==> src/rtl/dag_pkg.sv <==
package dag_pkg;

    // Per-breakpoint match mode
    typedef enum logic [1:0] {
        BM_OFF   = 2'd0,
        BM_STORE = 2'd1,
        BM_BOTH  = 2'd2,
        BM_LOAD  = 2'd3
    } bp_mode_e;

    function automatic logic mode_accepts(bp_mode_e mode, logic is_store);
        unique case (mode)
            BM_OFF:   return 1'b0;
            BM_STORE: return is_store;
            BM_BOTH:  return 1'b1;
            BM_LOAD:  return !is_store;
        endcase
    endfunction

endpackage

==> src/rtl/dag_reloc.sv <==
module dag_reloc #(
    parameter int AW = 32,
    parameter int PW = 7
) (
    input  logic [AW-1:0] addr_i,
    input  logic [AW-1:0] pid_i,
    output logic [AW-1:0] addr_o
);
    localparam int LSB = AW - PW;

    logic [PW-1:0] slot;
    logic          reloc;
    logic          unused_pid;

    assign slot       = pid_i[AW-1:LSB];
    assign reloc      = (slot != '0) && (addr_i[AW-1:LSB] == '0);
    assign unused_pid = ^pid_i[LSB-1:0];

    always_comb begin
        addr_o = addr_i;
        if (reloc) addr_o[AW-1:LSB] = slot;
    end
endmodule

==> src/rtl/dag_align.sv <==
module dag_align #(
    parameter int AW = 32,
    parameter int LOW_BITS = 2
) (
    input  logic          check_en_i,
    input  logic [AW-1:0] addr_i,
    output logic          misaligned_o
);
    assign misaligned_o = check_en_i && (addr_i[LOW_BITS-1:0] != '0);
endmodule

==> src/rtl/dag_bkpt_cmp.sv <==
module dag_bkpt_cmp
    import dag_pkg::*;
#(
    parameter int AW = 32,
    parameter int IGN = 2
) (
    input  logic          [AW-1:0] addr_i,
    input  logic          [AW-1:0] ref_i,
    input  logic          [AW-1:0] inv_mask_i,
    input  logic                   use_mask_i,
    input  bp_mode_e               mode_i,
    input  logic                   is_store_i,
    output logic                   hit_o
);
    localparam logic [AW-1:0] WORD_CARE = {{(AW-IGN){1'b1}}, {IGN{1'b0}}};

    logic [AW-1:0] care;

    assign care  = use_mask_i ? ~inv_mask_i : WORD_CARE;
    assign hit_o = mode_accepts(mode_i, is_store_i)
                && (((addr_i ^ ref_i) & care) == '0);
endmodule

==> src/rtl/data_access_guard.sv <==
module data_access_guard
    import dag_pkg::*;
#(
    parameter int AW            = 32,
    parameter int PID_W         = 7,
    parameter int LOW_BITS      = 2,
    parameter int ALIGN_BIT     = 1,
    parameter int MASK_BIT      = 8,
    parameter int NUM_BP        = 2,
    parameter int MOE_W         = 3,
    parameter logic [AW-1:0]    FAULT_ALIGN = 1,
    parameter logic [MOE_W-1:0] MOE_DATA_BP = 3'd2
) (
    input  logic             clk_i,
    input  logic             rst_ni,
    input  logic             acc_valid_i,
    input  logic [AW-1:0]    acc_addr_i,
    input  logic             acc_store_i,
    input  logic [AW-1:0]    sys_ctrl_i,
    input  logic [AW-1:0]    pid_i,
    input  logic [AW-1:0]    dbr0_i,
    input  logic [AW-1:0]    dbr1_i,
    input  logic [AW-1:0]    dbcon_i,
    input  logic             dbg_en_i,
    output logic             out_valid_o,
    output logic [AW-1:0]    addr_o,
    output logic             abort_o,
    output logic             fault_we_o,
    output logic [AW-1:0]    fault_status_o,
    output logic [AW-1:0]    fault_addr_o,
    output logic             bkpt_o,
    output logic             moe_we_o,
    output logic [MOE_W-1:0] moe_code_o
);
    localparam int LSB = AW - PID_W;

    logic [AW-1:0]     addr_rel;
    logic              misaligned;
    logic              mask_mode;
    logic [NUM_BP-1:0] hit;
    logic [AW-1:0]     bp_ref [NUM_BP];
    logic              any_hit;
    logic              unused_cfg;

    assign mask_mode  = dbcon_i[MASK_BIT];
    assign bp_ref[0]  = dbr0_i;
    assign bp_ref[1]  = dbr1_i;
    assign unused_cfg = ^{sys_ctrl_i[AW-1:ALIGN_BIT+1], sys_ctrl_i[ALIGN_BIT-1:0],
                          dbcon_i[AW-1:MASK_BIT+1], dbcon_i[MASK_BIT-1:2*NUM_BP]};

    // Stage 1: relocation
    dag_reloc #(.AW(AW), .PW(PID_W)) i_reloc (
        .addr_i (acc_addr_i),
        .pid_i  (pid_i),
        .addr_o (addr_rel)
    );

    // Stage 2: alignment on the relocated address
    dag_align #(.AW(AW), .LOW_BITS(LOW_BITS)) i_align (
        .check_en_i   (sys_ctrl_i[ALIGN_BIT]),
        .addr_i       (addr_rel),
        .misaligned_o (misaligned)
    );

    // Stage 3: breakpoint comparators, one per reference register
    for (genvar g = 0; g < NUM_BP; g++) begin : g_bp
        logic raw_hit;
        dag_bkpt_cmp #(.AW(AW), .IGN(LOW_BITS)) i_cmp (
            .addr_i     (addr_rel),
            .ref_i      (bp_ref[g]),
            .inv_mask_i (dbr1_i),
            .use_mask_i ((g == 0) ? mask_mode : 1'b0),
            .mode_i     (bp_mode_e'(dbcon_i[2*g+1:2*g])),
            .is_store_i (acc_store_i),
            .hit_o      (raw_hit)
        );
        if (g == 0) begin : g_primary
            assign hit[g] = raw_hit;
        end else begin : g_secondary
            assign hit[g] = raw_hit && !mask_mode;
        end
    end

    assign any_hit = |hit;

    // Result register
    always_ff @(posedge clk_i or negedge rst_ni) begin
        if (!rst_ni) begin
            out_valid_o    <= 1'b0;
            addr_o         <= '0;
            abort_o        <= 1'b0;
            fault_we_o     <= 1'b0;
            fault_status_o <= '0;
            fault_addr_o   <= '0;
            bkpt_o         <= 1'b0;
            moe_we_o       <= 1'b0;
            moe_code_o     <= '0;
        end else begin
            out_valid_o <= acc_valid_i;
            abort_o     <= acc_valid_i && misaligned;
            fault_we_o  <= acc_valid_i && misaligned && dbg_en_i;
            bkpt_o      <= acc_valid_i && !misaligned && any_hit;
            moe_we_o    <= acc_valid_i && !misaligned && any_hit && dbg_en_i;
            if (acc_valid_i) begin
                addr_o         <= addr_rel;
                fault_status_o <= FAULT_ALIGN;
                fault_addr_o   <= addr_rel;
                moe_code_o     <= MOE_DATA_BP;
            end
        end
    end

    p_low_addr_kept_r1: assert property (@(posedge clk_i) disable iff (!rst_ni)
        out_valid_o |-> addr_o[LSB-1:0] == $past(acc_addr_i[LSB-1:0]));

    p_fault_needs_abort_r3: assert property (@(posedge clk_i) disable iff (!rst_ni)
        fault_we_o |-> abort_o);

    p_fault_gated_r3: assert property (@(posedge clk_i) disable iff (!rst_ni)
        fault_we_o |-> $past(dbg_en_i));

    p_abort_blocks_bkpt_r7: assert property (@(posedge clk_i) disable iff (!rst_ni)
        abort_o |-> !bkpt_o);

    p_moe_needs_bkpt_r8: assert property (@(posedge clk_i) disable iff (!rst_ni)
        moe_we_o |-> bkpt_o);

    p_quiet_when_idle_r9: assert property (@(posedge clk_i) disable iff (!rst_ni)
        !out_valid_o |-> !(abort_o || fault_we_o || bkpt_o || moe_we_o));

endmodule

==> config.mk <==
export PLATFORM = sky130hd
export DESIGN_NAME = data_access_guard
export DESIGN_NICKNAME = d
export VERILOG_FILES = /design/src/rtl/dag_pkg.sv /design/src/rtl/dag_reloc.sv /design/src/rtl/dag_align.sv /design/src/rtl/dag_bkpt_cmp.sv /design/src/rtl/data_access_guard.sv
export SDC_FILE = /design/constraint.sdc
export NUM_CORES = 1
export LEC_CHECK = 0
export ABC_AREA = 1
export BUFFER_PORTS_ARGS = -buffer_cell sky130_fd_sc_hd__buf_2
export CAP_MARGIN = 0
export CORE_AREA = 2 2 117 119
export CTS_CLUSTER_SIZE = 8
export DETAILED_ROUTE_END_ITERATION = 10
export DIE_AREA = 0 0 119 121
export HOLD_SLACK_MARGIN = 0.12
export PLACE_DENSITY = 0.67
export SYNTH_ARGS = -nofsm -noshare
export SYNTH_HDL_FRONTEND = slang
export SYNTH_HIERARCHICAL = 1
export SYNTH_SLANG_ARGS = --single-unit
==> constraint.sdc <==
create_clock -name clk_i -period 1.88 [get_ports clk_i]
set_input_delay 0.376 -clock clk_i [delete_from_list [all_inputs] [get_ports clk_i]]
set_output_delay 0.376 -clock clk_i [all_outputs]
set_load 0.1 [all_outputs]
==> results of run 1 <==
==> cell usage after synthesis, drive strengths merged <==
cell type and n:
a21oi 2, buf 104, conb 1, dfrtp 38
inv 100, nand2 333, nand3 47, nand3b 2
nand4 2, nor2 41, o21ai 4, o22ai 2
or2 13, xnor2 2, xor2 6
==> per-stage QoR <==
step,setup TNS (ns),worst slack (ns)
floorplan,0,0.128
global placement,-0.701,-0.374
detailed placement,-0.696,-0.365
CTS,0,0.00432
global route,-0.400,-0.231
finish,-0.00666,-0.00666
==> path summary, 6_finish.rpt <==
path | slack (ns) | start | endpoint | cells after the start
worst max-delay path | -0.007 | acc_addr_i[26] | moe_we_o | 20
worst min-delay path | 0.32 | dbg_en_i | moe_we_o | 3
worst max register to register | 1.10 | moe_code_o[1] | moe_code_o[1] | 1
worst min register to register | 0.48 | fault_addr_o[12] | fault_addr_o[12] | 2
max in group asynchronous | 0.80 | rst_ni | fault_addr_o[10] | 3
min in group asynchronous | 0.58 | rst_ni | fault_addr_o[25] | 2
==> layer usage <==
metal / up-vias / track usage, % / wire length [µm]
li1: 2204 / - / -
met2: 130 / 27.7 / 5390
met5: - / 0 / 0
met3: 8 / 3.62 / 733
met1: 1739 / 19.7 / 5040
met4: 0 / 3.05 / 102
==> kinds of logic (layout without fill, tap and decap cells) <==
group                     after synthesis  count (layout)  synth area share, %
and+or+nand+nor                       438             438                 44.3
buffers and inverters                 204             310                 29.3
DFF                                    38              38                 23.5
AOI/OAI and AO/OA                       8               8                 1.05
xor gates and xnor gates                8               8                 1.73
other                                   1              38               0.0928
==> state kept, by name (all words and copies together), names as in the netlist <==
| name | flops |
|---|---|
| fault_addr_o | 32 |
| abort_o | 1 |
| bkpt_o | 1 |
| fault_we_o | 1 |
| moe_code_o | 1 |
| moe_we_o | 1 |
| out_valid_o | 1 |
==> worst max-delay path, cell delays in order <==
cell     delay [ns]
buf_8          0.10
nor2_4         0.11
nand2_2        0.07
nor2_4         0.19
nand3_2        0.10
nand2_2        0.11
inv_1          0.05
nand2_1        0.05
nand2_1        0.04
nand2_1        0.06
nand2_1        0.05
nor2_1         0.11
nand2_1        0.10
nor2_2         0.15
nand2_1        0.09
nor2_1         0.10
inv_1          0.04
nand2_1        0.06
nand2_2        0.06
nor2_2         0.09
==> power breakdown <==
part           switching [W]  leakage (nW)  internal (W)
registers          0.0000515         0.465      0.000882
logic                0.00165          2.65      0.000367
clock network       0.000354        0.0694      0.000480
total                0.00206          3.18       0.00173
==> cell type report <==
type                       count  area (µm²)  area share, %
multi-input combinational    491        2110           42.8
timing repair buffer         203        1130           22.9
tap                          176         220           4.47
clock inverter                 2        10.0          0.203
inverter                     100         383           7.77
clock buffer                   5         125           2.54
sequential                    38         951           19.3
antenna                        1        2.50         0.0508
==> what timing repair did <==
action / CTS / global route
pin swaps: 0 / 19
endpoints found under the setup margin: 2 / 2
resized for setup: 3 / 25
setup buffers: 0 / 1
hold buffers: 1 / 0
endpoints found under the hold margin: 16 / 0
==> reports/qor.csv, run 1 <==
metric,value,unit
run status,"complete, but fails checks",
violated checks,negative setup slack,
WL per Instance,11.1,µm
Finished Core Util,37.7,%
Cells after DPL,1006,
Detailed Place HPWL,8.93,mm
Clock transition at path regs,0.06,ns
"Period Utilization, post-route",100,%
CTS Buffer Depth,2,
# H-tree levels,2,
Clock Tree Root,clkbuf_16,
count of cell types in the netlist,22,
PwrDens,768,nW/µm²
# fillers,1450,
number of synthesized register bits,38,
Die Y-Extent,121,µm
min Tclk post-route,1.89,ns
RSZ-0062 raised after global routing,true,
1st-iter DRT viols,137,
gr ovfl total,0,
CP Max Fanout,5,
post-place instance area,4670,µm²
routed via count,4081,
"Design Area, Final",4930,µm²
critical path class,primary input to register,
Final Instance Count excl. Fillers,1016,
worst min path class,primary input to register,
clk_lat worst skew,0.28,ns
Sink Count,38,
WP data required,2.10,ns
total wire length,11.3,mm
"Seq/Total Area, Yosys",23.5,%
Rows,42,
share of the synthesized area in the top cell type,29.9,%
antenna-violating nets left,0,
first-pass GRT wire length,17.9,mm
largest net degree at the start of global routing,34,
syn avg cell area,5.80,µm²
IO buf count,184,
layout cells sized above 1,30.3,%
skew final,0,ns
I/O pin cnt,301,
Global Route Usage Sum,15.7,%
Syn Std Cell Area,4040,µm²
Final Worst Setup Slack,-0.00666,ns
startpoint types,primary input,
GPL Wtd Cong,0.791,
ranking of synthesized cells by area,"nand2_1, dfrtp_1, buf_4, inv_1, nand3_1",
core area,13100,µm²
DRC viols,0,
Tot Pwr,0.00379,W
Layout area overhead,22.0,%
final setup fails,1,
vias in the first global route,3666,
"most common cell after layout, fill and taps aside",nand2_1,
initial core utilization,30.9,%
Worst EP arrival,2.10,ns
final number of hold-violating endpoints,0,
initial antenna violation count,1,
Peak VDD IR,0.000271,V
Worst Setup End Kind,register,
Max-Cap Viols,0,
Synth area leader,nand2_1,
Fmax,530,MHz
DR vias/cell,4.02,
Synthesis Warnings,6,
most frequent cells in the layout,"nand2_1, buf_2, inv_1, nand3_1, dfrtp_1",
Min Hold Slack,0.315,ns
cell leakage power,3.18,nW
Die Wd,119,µm
CTS Buf Count,5,
drt first pass iters,4,
Syn Inst Count,697,
nets,1036,
CTS tree,done,
die area,14400,µm²
Max Slew Vio Count,0,
Power figures use the tool's default switching activity.
==> inputs of run 2 (changes only) <==
- SETUP_SLACK_MARGIN: not set -> 0.2
==> reports/qor.csv, run 2 (synthesized netlist as in run 1, its figures left out) <==
metric,value,unit,change
die area,14400,µm²,unchanged
Die Wd,119,µm,unchanged
Worst Max-Slew Pin Slew,0.508,ns,
skew final,0,ns,unchanged
critical path class,primary input to register,,unchanged
Fmax,544,MHz,was 530 MHz
WL per Instance,11.2,µm,was 11.1 µm
Final Instance Count excl. Fillers,1017,,was 1016
critical path's slowest cell,or2_2,,was nor2_4
Die Y-Extent,121,µm,unchanged
post-place instance area,4730,µm²,was 4670 µm²
WHS Endpoint,moe_we_o,,unchanged
CP most frequent cell,nor2_1,,was nand2_1
startpoint types,primary input,,unchanged
max reg flops,32,,unchanged
antenna-violating nets left,0,,unchanged
# H-tree levels,2,,unchanged
GPL Wtd Cong,0.808,,was 0.791
1st-iter DRT viols,148,,was 137
I/O pin cnt,301,,unchanged
multi-input logic area,2160,µm²,was 2110 µm²
drt first pass iters,4,,unchanged
CP Max Fanout,5,,unchanged
"most common cell after layout, fill and taps aside",nand2_1,,unchanged
Slew HR,66.1,%,
Tot Pwr,0.00414,W,was 0.00379 W
DRC viols,0,,unchanged
register area,992,µm²,was 951 µm²
RSZ-0062 raised after global routing,true,,unchanged
layout cells sized above 1,35.6,%,was 30.3%
FF-to-FF End,moe_code_o[1],,unchanged
cell count of the worst hold path,3,,unchanged
FF-to-FF path depth,1,,unchanged
CTS tree,done,,unchanged
worst min path class,primary input to register,,unchanged
WP data required,2.10,ns,about the same
CP bufs+invs,4,,was 3
biggest cell delay along the critical path,0.28,ns,was 0.19 ns
Max Slew Vio Count,0,,unchanged
first-pass GRT wire length,17.9,mm,about the same
Max-Cap Viols,0,,unchanged
IO buf count,184,,unchanged
largest net degree at the start of global routing,34,,unchanged
cell leakage power,3.20,nW,was 3.18 nW
PwrDens,811,nW/µm²,was 768 nW/µm²
initial core utilization,30.9,%,unchanged
initial antenna violation count,2,,was 1
CTS Buffer Depth,2,,unchanged
clk_lat worst skew,0.28,ns,about the same
Worst EP arrival,2.06,ns,was 2.10 ns
Detailed Place HPWL,8.99,mm,was 8.93 mm
Global Route Usage Sum,15.6,%,was 15.7%
nets,1037,,was 1036
Peak VDD IR,0.000346,V,was 0.000271 V
Min Hold Slack,0.329,ns,was 0.315 ns
Clock transition at path regs,0.06,ns,about the same
"Period Utilization, post-route",97.7,%,was 100%
final setup fails,0,,was 1
reg-to-reg startpoint,moe_code_o[1],,unchanged
CTS Buf Count,5,,unchanged
Largest Register,fault_addr_o,,unchanged
vias in the first global route,3713,,was 3666
gr ovfl total,0,,unchanged
Rows,42,,unchanged
Worst Setup End Kind,register,,unchanged
Clock Tree Root,clkbuf_16,,unchanged
CP Cell Sequence,buf_2 > inv_1 > nand2_1 > nor2_1 > nand2_2 > buf_6 > nand3_2 > nand2_2 > or2_2 > nand3_2 > o21ai_2 > nor2_1 > nand3b_1 > nor2_1 > inv_1 > nand2_1 > nand2_1 > nor2_1,,was buf_8 > nor2_4 > nand2_2 > nor2_4 > nand3_2 > nand2_2 > inv_1 > nand2_1 > nand2_1 > nand2_1 > nand2_1 > nor2_1 > nand2_1 > nor2_2 > nand2_1 > nor2_1 > inv_1 > nand2_1 > nand2_2 > nor2_2
crit-path leading delay family,simple AND/OR/NAND/NOR gates,,unchanged
run status,finished clean,,"was complete, but fails checks"
Layout area overhead,26.4,%,was 22.0%
ANT cells,0,,was 1
"Design Area, Final",5110,µm²,was 4930 µm²
"setup slack, reg-to-reg",1.08,ns,was 1.10 ns
CP Launch Point,pid_i[28],,was acc_addr_i[26]
Cells after DPL,1005,,was 1006
min Tclk post-route,1.84,ns,was 1.89 ns
Sink Count,38,,unchanged
# fillers,1421,,was 1450
DR vias/cell,4.05,,was 4.02
most frequent cells in the layout,"nand2_1, buf_2, inv_1, nand3_1, conb_1",,"was nand2_1, buf_2, inv_1, nand3_1, dfrtp_1"
HP Start,dbg_en_i,,unchanged
total wire length,11.4,mm,was 11.3 mm
core area,13100,µm²,unchanged
final number of hold-violating endpoints,0,,unchanged
routed via count,4123,,was 4081
-- run 2: cell count changes in the layout (fill, tap and decap cells not counted), sizes merged --
cell / delta
buf: +1
bufinv: +2
clkbuf: +1
clkinv: -2
diode: -1
-- run 2: metal layers --
metal  global-route usage [%]  up-vias  share of wire [%]
met3                     3.52       14                6.6
met5                        0        -               0.11
li1                         -     2203                  -
met2                     27.9      132                 48
met4                     3.79        2                1.2
met1                     19.1     1772                 44
-- run 2: cell type report --
cell class                      instances  area share [%]
Inverter                              100            7.50
Clock buffer                            6            2.72
Multi-Input combinational cell        491            42.3
Timing Repair Buffer                  204            22.6
Tap cell                              176            4.31
Clock inverter                          2            1.18
Sequential cell                        38            19.4
-- run 2: worst max-delay path by stage --
stage | end | slack (ns) | cells past startpoint
floorplan | moe_we_o | 0.16 | 19
global placement | moe_we_o | -0.36 | 18
detailed placement | moe_we_o | -0.36 | 18
finish | moe_we_o | 0.04 | 18
global route | moe_we_o | -0.17 | 18
CTS | moe_we_o | 0.05 | 20
-- run 2: through the flow --
| step | setup TNS (ns) | worst slack (ns) | utilization, % |
|---|---|---|---|
| floorplan | 0 | 0.157 | - |
| global placement | -0.672 | -0.357 | 36.1 |
| detailed placement | -0.690 | -0.364 | 36.1 |
| CTS | 0 | 0.0515 | 38.2 |
| global route | -0.320 | -0.175 | 39.0 |
| finish | 0 | 0.0427 | 39.0 |
-- run 2: what timing repair did --
item                       CTS  global route
resized for setup           14            25
pin swaps                    9            11
setup endpoints to repair    2             2
hold buffers                 1             0
hold endpoints to repair    16             0
setup buffers                2             1
gates cloned                 0             0
-- run 2: report_power, final --
part	total (W)	switching [W]	leakage (nW)	internal, W
Sequential	0.000944	0.0000505	0.428	0.000893
Combinational	0.00203	0.00166	2.68	0.000376
Clock	0.00116	0.000366	0.0971	0.000798
Total	0.00414	0.00207	3.20	0.00207
==> inputs of run 3 (changes only) <==
- ABC_AREA: 1 -> not set
- PLACE_DENSITY: 0.67 -> 0.62
==> reports/qor.csv, run 3 <==
metric,value,unit,change
Final Worst Setup Slack,-0.471,ns,was 0.0427 ns
multi-input logic area,2030,µm²,was 2160 µm²
nets,724,,was 1037
biggest cell delay along the critical path,0.37,ns,was 0.28 ns
max reg flops,32,,unchanged
initial antenna violation count,4,,was 2
ys async rst share,100,%,unchanged
register area,992,µm²,unchanged
"Period Utilization, post-route",125,%,was 97.7%
"most common cell after layout, fill and taps aside",buf_2,,was nand2_1
Die Wd,119,µm,unchanged
skew final,0,ns,unchanged
GPL Wtd Cong,0.951,,was 0.808
RSZ-0062 raised after global routing,true,,unchanged
Max-Cap Viols,0,,unchanged
total wire length,12.0,mm,was 11.4 mm
layout cells sized above 1,64.2,%,was 35.6%
Die Y-Extent,121,µm,unchanged
Global Route Usage Sum,16.1,%,was 15.6%
vias in the first global route,3220,,was 3713
Clock transition at path regs,0.05,ns,was 0.06 ns
Layout area overhead,40.5,%,was 26.4%
critical path's slowest cell,a2111oi_2,,was or2_2
count of cell types in the netlist,33,,was 22
Syn Std Cell Area,3390,µm²,was 4040 µm²
critical path class,primary input to register,,unchanged
ranking of synthesized cells by area,"dfrtp_1, buf_4, xnor2_1, mux2_4, o22ai_1",,"was nand2_1, dfrtp_1, buf_4, inv_1, nand3_1"
IO buf count,184,,unchanged
syn avg cell area,9.68,µm²,was 5.80 µm²
DRC viols,0,,unchanged
Largest Register,fault_addr_o,,unchanged
gr ovfl total,0,,unchanged
Sink Count,38,,unchanged
Worst Max-Slew Pin Slew,0.545,ns,was 0.508 ns
WL per Instance,16.9,µm,was 11.2 µm
core area,13100,µm²,unchanged
Post-synth EDFFs,0,,unchanged
Peak VDD IR,0.000387,V,was 0.000346 V
die area,14400,µm²,unchanged
# fillers,1314,,was 1421
WP data required,2.08,ns,was 2.10 ns
Slew HR,63.7,%,was 66.1%
startpoint types,primary input,,unchanged
share of the synthesized area in the top cell type,28.1,%,was 29.9%
CP Max Fanout,7,,was 5
drt first pass iters,4,,unchanged
Final Instance Count excl. Fillers,708,,was 1017
routed via count,3166,,was 4123
first-pass GRT wire length,17.6,mm,was 17.9 mm
largest net degree at the start of global routing,38,,was 34
Synth area leader,dfrtp_1,,was nand2_1
Max Slew Vio Count,0,,unchanged
DP Worst Slack,-0.807,ns,was -0.364 ns
CP Cell Sequence,buf_8 > nor4_4 > buf_6 > a41o_4 > xnor2_2 > o22ai_1 > a211oi_2 > nand3_1 > a2111oi_2 > inv_1 > a211oi_2,,was buf_2 > inv_1 > nand2_1 > nor2_1 > nand2_2 > buf_6 > nand3_2 > nand2_2 > or2_2 > nand3_2 > o21ai_2 > nor2_1 > nand3b_1 > nor2_1 > inv_1 > nand2_1 > nand2_1 > nor2_1
CP most frequent cell,a211oi_2,,was nor2_1
DR vias/cell,4.47,,was 4.05
final setup fails,2,,was 0
Clock Tree Root,clkbuf_16,,unchanged
Fmax,425,MHz,was 544 MHz
Worst Setup End Kind,register,,unchanged
Synthesis Warnings,6,,unchanged
worst min path class,primary input to register,,unchanged
CP bufs+invs,3,,was 4
ys flop type,dfrtp_1,,unchanged
run status,"complete, but fails checks",,was finished clean
Cells after DPL,689,,was 1005
Commonest cells post-synth,"buf_4, xnor2_1, dfrtp_1",,"was nand2_1, buf_4, inv_1"
number of synthesized register bits,38,,unchanged
Syn Inst Count,350,,was 697
final number of hold-violating endpoints,0,,unchanged
cell leakage power,2.25,nW,was 3.20 nW
"count leader, synth",buf_4,,was nand2_1
# H-tree levels,2,,unchanged
crit-path leading delay family,compound AO/OA/AOI/OAI gates,,was simple AND/OR/NAND/NOR gates
Worst EP arrival,2.55,ns,was 2.06 ns
violated checks,negative setup slack,,
clk_lat worst skew,0.29,ns,was 0.28 ns
initial core utilization,25.9,%,was 30.9%
Detailed Place HPWL,9.70,mm,was 8.99 mm
CTS Buf Count,5,,unchanged
1st-iter DRT viols,124,,was 148
most frequent cells in the layout,"buf_2, buf_4, xnor2_1, conb_1, dfrtp_2",,"was nand2_1, buf_2, inv_1, nand3_1, conb_1"
CTS Buffer Depth,2,,unchanged
Rows,42,,unchanged
CTS tree,done,,unchanged
Final TNS setup,-0.850,ns,was 0 ns
antenna-violating nets left,0,,unchanged
PwrDens,878,nW/µm²,was 811 nW/µm²
I/O pin cnt,301,,unchanged
"Seq/Total Area, Yosys",28.1,%,was 23.5%
min Tclk post-route,2.35,ns,was 1.84 ns
-- run 3: layout make-up --
class	instances	share of cell area [%]
Antenna cell	4	0.210
Clock buffer	8	3.07
Inverter	3	0.236
Multi-Input combinational cell	245	42.5
Sequential cell	38	20.8
Tap cell	176	4.62
Timing Repair Buffer	234	28.5
-- run 3: power breakdown --
part           total [W]  internal [W]  switching [W]
logic            0.00235      0.000548        0.00180
registers       0.000956      0.000903      0.0000531
clock network   0.000877      0.000530       0.000347
-- run 3: logic make-up after synthesis --
group	Yosys count	synth area share, %
buffers and inverters	100	22.1
multiplexers	32	13.6
AO/OA/AOI/OAI	60	12.6
flip-flops	38	28.1
AND/OR/NAND/NOR	67	10.1
other	1	0.111
XOR/XNOR	52	13.4
-- run 3: worst min-delay path: cells and delay by family --
family / cells / cell delay [ns]
buffers and inverters: 2 / 0.19
AOI/OAI and AO/OA: 1 / 0.04
-- run 3: final timing paths --
check	end	startpoint	cells after the start	slack [ns]
min reg2reg	moe_code_o[1]	moe_code_o[1]	1	0.48
min in group asynchronous	fault_addr_o[2]	rst_ni	2	0.62
max reg2reg	fault_addr_o[28]	fault_addr_o[28]	1	1.07
max	moe_we_o	acc_addr_i[28]	11	-0.47
min	moe_we_o	dbg_en_i	3	0.35
max in group asynchronous	fault_addr_o[27]	rst_ni	3	0.74
-- run 3: routing by layer --
| layer | wire length (µm) | global-route usage [%] | share of wire, % | vias to the layer above |
|---|---|---|---|---|
| li1 | - | - | - | 1478 |
| met1 | 4710 | 18.8 | 39 | 1489 |
| met2 | 5920 | 27.9 | 49 | 175 |
| met3 | 1000 | 4.65 | 8.4 | 24 |
| met4 | 358 | 6.25 | 3.0 | 0 |
| met5 | 0 | 0 | 0 | - |
-- run 3: through the flow --
stage          hold slack (ns)  util (%)  cell area (µm²)  power, W
2_1_floorplan           0.0804         -             3550   0.00290
3_3_place_gp             0.381      33.0             4320   0.00322
3_5_place_dp             0.391      33.0             4320   0.00323
4_1_cts                  0.347      35.5             4640   0.00418
5_1_grt                  0.362      36.4             4760   0.00434
6_report                 0.354      36.4             4760   0.00418
-- run 3: what timing repair did --
action,CTS,global route
setup endpoints to repair,2,2
pin swaps,14,9
hold buffers,1,0
buffers inserted,4,2
hold endpoints to repair,19,0
gates resized for setup,22,14
